## src/rtl/byte_chain_alu.sv

```systemverilog
module byte_chain_alu (
  input  logic       clk,
  input  logic       rst_n,
  input  logic       en,
  input  logic       in_valid,
  input  logic [2:0] op,
  input  logic [1:0] cmd,
  input  logic       fill_in,
  input  logic [7:0] a_byte,
  input  logic [7:0] b_byte,
  output logic       out_valid,
  output logic       out_last,
  output logic       out_wr,
  output logic [7:0] out_byte,
  output logic       c_flag,
  output logic       z_flag,
  output logic       v_flag
);
  localparam logic [2:0] OP_ADD = 3'd0, OP_SUB = 3'd1, OP_AND = 3'd2, OP_OR = 3'd3,
                         OP_XOR = 3'd4, OP_SHR = 3'd5, OP_MST = 3'd6, OP_PASS = 3'd7;
  localparam logic [1:0] CM_ONE = 2'd0, CM_STEP = 2'd2, CM_END = 2'd3;
  localparam int NBYTES = 4;
  localparam int IW = $clog2(NBYTES);

  logic [IW-1:0] cnt, idx1;
  logic [7:0] a1, b1;
  logic [2:0] op1;
  logic [1:0] cmd1;
  logic       v1, fill1;

  logic [1:0] cmd_now;
  logic [7:0] a_sel;
  assign cmd_now = (cnt == '0) ? cmd : cmd1;
  assign a_sel   = (cmd_now == CM_STEP || cmd_now == CM_END) ? out_byte : a_byte;

  always_ff @(posedge clk or negedge rst_n)
    if (!rst_n) begin
      cnt <= '0; idx1 <= '0; a1 <= '0; b1 <= '0; op1 <= '0; cmd1 <= '0; v1 <= 1'b0; fill1 <= 1'b0;
    end else if (en) begin
      v1 <= in_valid;
      if (in_valid) begin
        a1   <= a_sel;
        b1   <= b_byte;
        idx1 <= cnt;
        cnt  <= cnt + 1'b1;
        if (cnt == '0) begin
          op1 <= op; cmd1 <= cmd; fill1 <= fill_in;
        end
      end
    end

  logic       first, last, arith, ci;
  logic [7:0] pa, pb, x;
  logic [8:0] sum;
  logic       cy, sh, mb, zacc, c0;
  assign first = (idx1 == '0);
  assign last  = (idx1 == IW'(NBYTES - 1));
  assign arith = (op1 == OP_ADD) || (op1 == OP_SUB);

  always_comb begin
    pa = a1;
    pb = b1;
    ci = first ? 1'b0 : cy;
    case (op1)
      OP_SUB: begin pb = ~b1; ci = first ? 1'b1 : cy; end
      OP_MST: begin
        pa = {a1[6:0], first ? 1'b0 : sh};
        pb = (!first && mb) ? b1 : 8'h00;
      end
      default: ;
    endcase
    sum = {1'b0, pa} + {1'b0, pb} + {8'h00, ci};
    case (op1)
      OP_AND:  x = a1 & b1;
      OP_OR:   x = a1 | b1;
      OP_XOR:  x = a1 ^ b1;
      OP_SHR:  x = {last ? fill1 : a_sel[0], a1[7:1]};
      OP_PASS: x = b1;
      default: x = sum[7:0];
    endcase
  end

  logic [7:0] x2, x3;
  logic v2, last2, wr2, fc2, fz2, fv2;
  logic v3, last3, wr3, fc3, fz3, fv3;

  always_ff @(posedge clk or negedge rst_n)
    if (!rst_n) begin
      cy <= 1'b0; sh <= 1'b0; mb <= 1'b0; zacc <= 1'b0; c0 <= 1'b0;
      x2 <= '0; v2 <= 1'b0; last2 <= 1'b0; wr2 <= 1'b0; fc2 <= 1'b0; fz2 <= 1'b0; fv2 <= 1'b0;
    end else if (en) begin
      v2 <= v1;
      if (v1) begin
        cy    <= sum[8];
        sh    <= first ? 1'b0 : a1[7];
        mb    <= first ? a1[7] : mb;
        zacc  <= (first ? 1'b0 : zacc) | (|x);
        if (first) c0 <= a1[0];
        x2    <= x;
        last2 <= last;
        wr2   <= (cmd1 == CM_ONE) || (cmd1 == CM_END);
        fc2   <= arith ? sum[8] : ((op1 == OP_SHR) ? c0 : 1'b0);
        fz2   <= ~((first ? 1'b0 : zacc) | (|x));
        fv2   <= arith & (pa[7] ^ pb[7] ^ sum[7] ^ sum[8]);
      end
    end

  always_ff @(posedge clk or negedge rst_n)
    if (!rst_n) begin
      x3 <= '0; v3 <= 1'b0; last3 <= 1'b0; wr3 <= 1'b0; fc3 <= 1'b0; fz3 <= 1'b0; fv3 <= 1'b0;
    end else if (en) begin
      v3 <= v2; x3 <= x2; last3 <= last2; wr3 <= wr2; fc3 <= fc2; fz3 <= fz2; fv3 <= fv2;
    end

  always_ff @(posedge clk or negedge rst_n)
    if (!rst_n) begin
      out_valid <= 1'b0; out_last <= 1'b0; out_wr <= 1'b0; out_byte <= '0;
      c_flag <= 1'b0; z_flag <= 1'b0; v_flag <= 1'b0;
    end else if (en) begin
      out_valid <= v3;
      out_last  <= v3 & last3;
      out_wr    <= v3 & wr3;
      if (v3) out_byte <= x3;
      if (v3 && last3) begin
        c_flag <= fc3; z_flag <= fz3; v_flag <= fv3;
      end
    end

  AST_WR_NEEDS_VALID: assert property (@(posedge clk) disable iff (!rst_n)
    out_wr |-> out_valid);
  AST_HOLD_WHEN_OFF: assert property (@(posedge clk) disable iff (!rst_n)
    !en |=> $stable(out_byte) && $stable(out_valid) && $stable(out_wr) &&
            $stable({c_flag, z_flag, v_flag}));
  AST_FLAGS_AT_END: assert property (@(posedge clk) disable iff (!rst_n)
    !(out_valid && out_last) |-> $stable({c_flag, z_flag, v_flag}));
  AST_WORD_CADENCE: assert property (@(posedge clk) disable iff (!rst_n)
    (en && out_valid && out_last) |=> !out_last);
endmodule

```

## config.mk

```make
export PLATFORM = sky130hd
export DESIGN_NAME = byte_chain_alu
export DESIGN_NICKNAME = d
export VERILOG_FILES = /design/src/rtl/byte_chain_alu.sv
export SDC_FILE = /design/constraint.sdc
export NUM_CORES = 1
export LEC_CHECK = 0
export BUFFER_PORTS_ARGS = -buffer_cell sky130_fd_sc_hd__buf_4
export CAP_MARGIN = 20
export CORE_MARGIN = 2
export CORE_UTILIZATION = 55
export CTS_CLUSTER_SIZE = 12
export DETAILED_ROUTE_END_ITERATION = 8
export PLACE_DENSITY = 0.87
export REMOVE_ABC_BUFFERS = 1
export SLEW_MARGIN = 20
export SYNTH_ARGS = -nofsm -noshare
export SYNTH_HDL_FRONTEND = slang
export SYNTH_SLANG_ARGS = --single-unit
```

## constraint.sdc

```tcl
create_clock -name clk -period 3.92 [get_ports clk]
set_input_delay 0.784 -clock clk [delete_from_list [all_inputs] [get_ports clk]]
set_output_delay 0.784 -clock clk [all_outputs]
set_load 0.01 [all_outputs]
```

==> results.txt <==
The flow ran to the end, and the final reports show no timing, DRC or antenna violations. The kind of end point of the critical path is a flop. The number of iterations in the first detailed-routing pass came out at 7. The sink count of the clock tree came out at 74. Data on the critical path is required at its endpoint by 4.17 ns. The sum of routed wire length over all layers is 9827 um. The deepest clock path buffer count came out at 2.

The die width is 91.81 um. The slowest stage cell on the critical path is sky130_fd_sc_hd__dfrtp_1. The buffer count from post-CTS setup fixing is 0. The headroom to the max-slew limit is 40.04%. The remaining routing DRC violations is 0.

The effective utilization at floorplan is 55.74%. Based on the critical path, the design can be clocked at up to 0.2992 GHz. The met3 global-route usage came out at 5.177%. The die covers 8428 um^2. The filler cells instantiated in the layout total 608.

The setup path with the least slack is of type reg -> reg. After clock tree synthesis, the clock-pin slew on the worst setup and hold paths is 0.08 ns. Leaving out fill and tap cells, the most frequent cells in the layout are sky130_fd_sc_hd__dfrtp_1, sky130_fd_sc_hd__o21ai_0, sky130_fd_sc_hd__buf_4. In the final layout, the share of cells above drive strength 1 is 28.64%. The total power density per cell area came out at 829.9 nW/um^2. By instance count, the cell type seen most on the critical path is sky130_fd_sc_hd__a21oi_1. The total count of max-transition violations in the final report came out at 0. Clock latency on the worst-skew pair, taken at its later pin, is 0.35 ns.

In the global route stage, met2 resource usage came out at 40.75%. The setup total negative slack came out at 0 ns. The netlist area before placement came out at 4240 um^2. Global routing used 32.46% of the available met1 tracks. The total number of nets in the final design came out at 494. The number of maximum-capacitance violations is 0. The final-report setup violation count came out at 0. The synthesized area divided by synthesized cell count is 10.55 um^2.

Summing all placed instances gives a cell area of 4609 um^2. The classification of the worst-slack hold path is reg -> reg. The first-pass GRT wire length came out at 16130 um. The initial antenna violation count is 0.

The number of cells on the worst reg-to-reg path is 13. The static leakage power is 2.284 nW. The worst clock skew is 0.01025 ns. The post-synthesis async set-or-reset flop share is 100.0%. TritonCTS built the clock tree. The number of buffers and inverters on the critical path came out at 1.

Hold timing on the final database bottoms out at a slack of 0.4786 ns. The maximum cell stage delay along the critical path is 0.67 ns. The number of hold violations in the final report came out at 0. The maximum VDD drop came out at 0.4796 mV. The count of distinct cell types in the synthesized netlist is 70. The detailed-route via count came out at 3134. The global-route layer with the greatest usage is met2. The cell family contributing the most delay on the critical path is compound AO/OA/AOI/OAI gates.

The synthesized flop and latch total is 74. The biggest fanout along the worst timing path is 18. The via count of the first global-routing pass was 3202. At the end of routability-driven placement, the weighted congestion stood at 0.9254.

The sum of net half-perimeters after detailed placement is 7237 um. The layout-stage area growth over the synthesis result is 14.43%. The worst hold path cell count came out at 1. The number of gates given a new drive strength after cts came out at 0.

The total routing usage reported by global routing came out at 24.80%. At the worst endpoint, the arrival time is 3.60 ns. The sequential share of the synthesized area came out at 43.67%. The synthesized instance count is 402.

The final instance area came out at 4852 um^2. Traced cell by cell, the critical path runs through nand3b_4 -> a21oi_1 -> a21oi_1 -> buf_4 -> a21oi_1 -> fa_1 -> fa_1 -> nor2b_1 -> o211a_1 -> nor3_1 -> o21a_1 -> xnor2_1 -> o31ai_1. In the final routed layout, each cell accounts on average for 17.90 um.

The worst path in the final design needs a cycle of 3.343 ns, including I/O delays and setup. Setup repair after global routing left no endpoint under its margin. The standard cell core area came out at 7607 um^2.

The remaining antenna violation count is 0. The hold buffer count at CTS is 0. The boundary pin count is 40. The part of the cycle the worst path needs is 85.27%. The synthesized design contains 0 enable-type register cells. The maximum number of pins on one net before global-route repair is 75. The quantity of I/O buffers inserted on ports came out at 39.

The main flop type after synthesis is sky130_fd_sc_hd__dfrtp_1. The floorplan has 32 rows. The number of vias per cell is 5.709. STA classifies the critical path startpoint as a flop.

In this run the number of cells on the critical path is 13. Global routing finished with a remaining overflow of 0. The die outline height is 91.81 um. The library cell used most frequently in the layout, excluding fill and tap cells, is sky130_fd_sc_hd__dfrtp_1. The level count of the clock H-tree is 3. The cell sitting at the root of the clock tree is a sky130_fd_sc_hd__clkbuf_8. The transition time at the pin with the least slew margin came out at 0.8994 ns. The total of warnings raised by yosys came out at 0. The diode insertion count for antenna repair is 0.

The number of clock buffers added by TritonCTS is 9. For this block, the initial DRC count from the detailed router was 198.
## where the power goes
group,total (W),leakage [nW],switching [W],internal [W]
logic,0.00197,1.25,0.00104,0.000929
registers,0.00133,0.912,0.000278,0.00105
clock network,0.000729,0.121,0.000303,0.000426
total,0.00403,2.28,0.00162,0.00240
## per-layer routing
| metal | share of wire (%) | up-vias |
|---|---|---|
| met3 | 4.3 | 24 |
| met1 | 45 | 1531 |
| met4 | 3.3 | 0 |
| met2 | 48 | 88 |
| li1 | - | 1491 |
| met5 | 0 | - |
## worst paths after layout
path                       slack, ns   start  endpoint
setup / recovery                0.58  op1[0]       fv2
hold / removal                  0.48  cnt[0]    cnt[0]
setup reg to reg                0.58  op1[0]       fv2
hold reg to reg                 0.48  cnt[0]    cnt[0]
max in group asynchronous       2.77   rst_n    op1[0]
min in group asynchronous       0.55   rst_n  out_last
## synth_stat cells, drive strengths merged (2+ instances only)
cell	number	area share, %
buf	8	1.7
mux2	47	13
nand3b	2	0.65
a22oi	2	0.35
and2	6	0.94
nor4b	2	0.41
o32ai	2	0.41
a221o	2	0.50
or2	4	0.65
o21ai	49	5.9
xnor2	3	0.62
nor3	4	0.47
mux2i	11	2.9
and3b	2	0.44
o21a	5	0.89
a21o	4	0.77
a21oi	10	1.2
nor2	13	1.3
nand3	5	0.59
a21boi	2	0.35
a211oi	2	0.35
fa	2	0.94
nand2	44	4.1
ha	24	7.1
nand4b	2	0.41
nor2b	2	0.30
clkbuf	10	0.89
dfrtp	74	44
inv	28	2.5
nand2b	4	0.65
xor2	2	0.41
a222oi	2	0.47
o211ai	5	1.0
## cells by family (layout without fill, tap and decap cells)
group / after synthesis / in the layout / share of synthesized area, %
compound gates: 99 / 99 / 15.02
simple gates: 94 / 94 / 11.68
flops: 74 / 74 / 43.67
mux: 58 / 58 / 15.46
buf+inv: 46 / 91 / 5.105
fa+ha+maj: 26 / 26 / 8.026
xor+xnor: 5 / 5 / 1.033
## metrics by stage
step	total power [W]	std cells	worst slack [ns]	util, %
global placement	0.003259	533	0.6965	60.59
finish	0.004027	549	0.5773	63.78
global route	0.004313	549	0.3466	63.78
floorplan	0.002637	384	0.5049	-
detailed placement	0.003293	533	0.6163	60.59
CTS	0.004025	549	0.5981	63.75
## cell type report
cell class	count	area, um^2	share of cell area [%]
flip-flops and latches	74	1852	38.16
well taps	102	127.6	2.630
multi-input cells	282	2175	44.82
repair buffers	47	352.8	7.272
clock buffers	10	127.6	2.630
clock inverters	6	112.6	2.321
inverters	28	105.1	2.166
## state kept, by name, indices dropped and copies added, names as in the netlist, 2 cells and up, named ones only
register / count
x3: 8
idx1: 2
op1: 3
a1: 8
cnt: 2
x2: 8
b1: 8
out_byte: 8
Note: power is estimated with default switching activity, not from simulation.
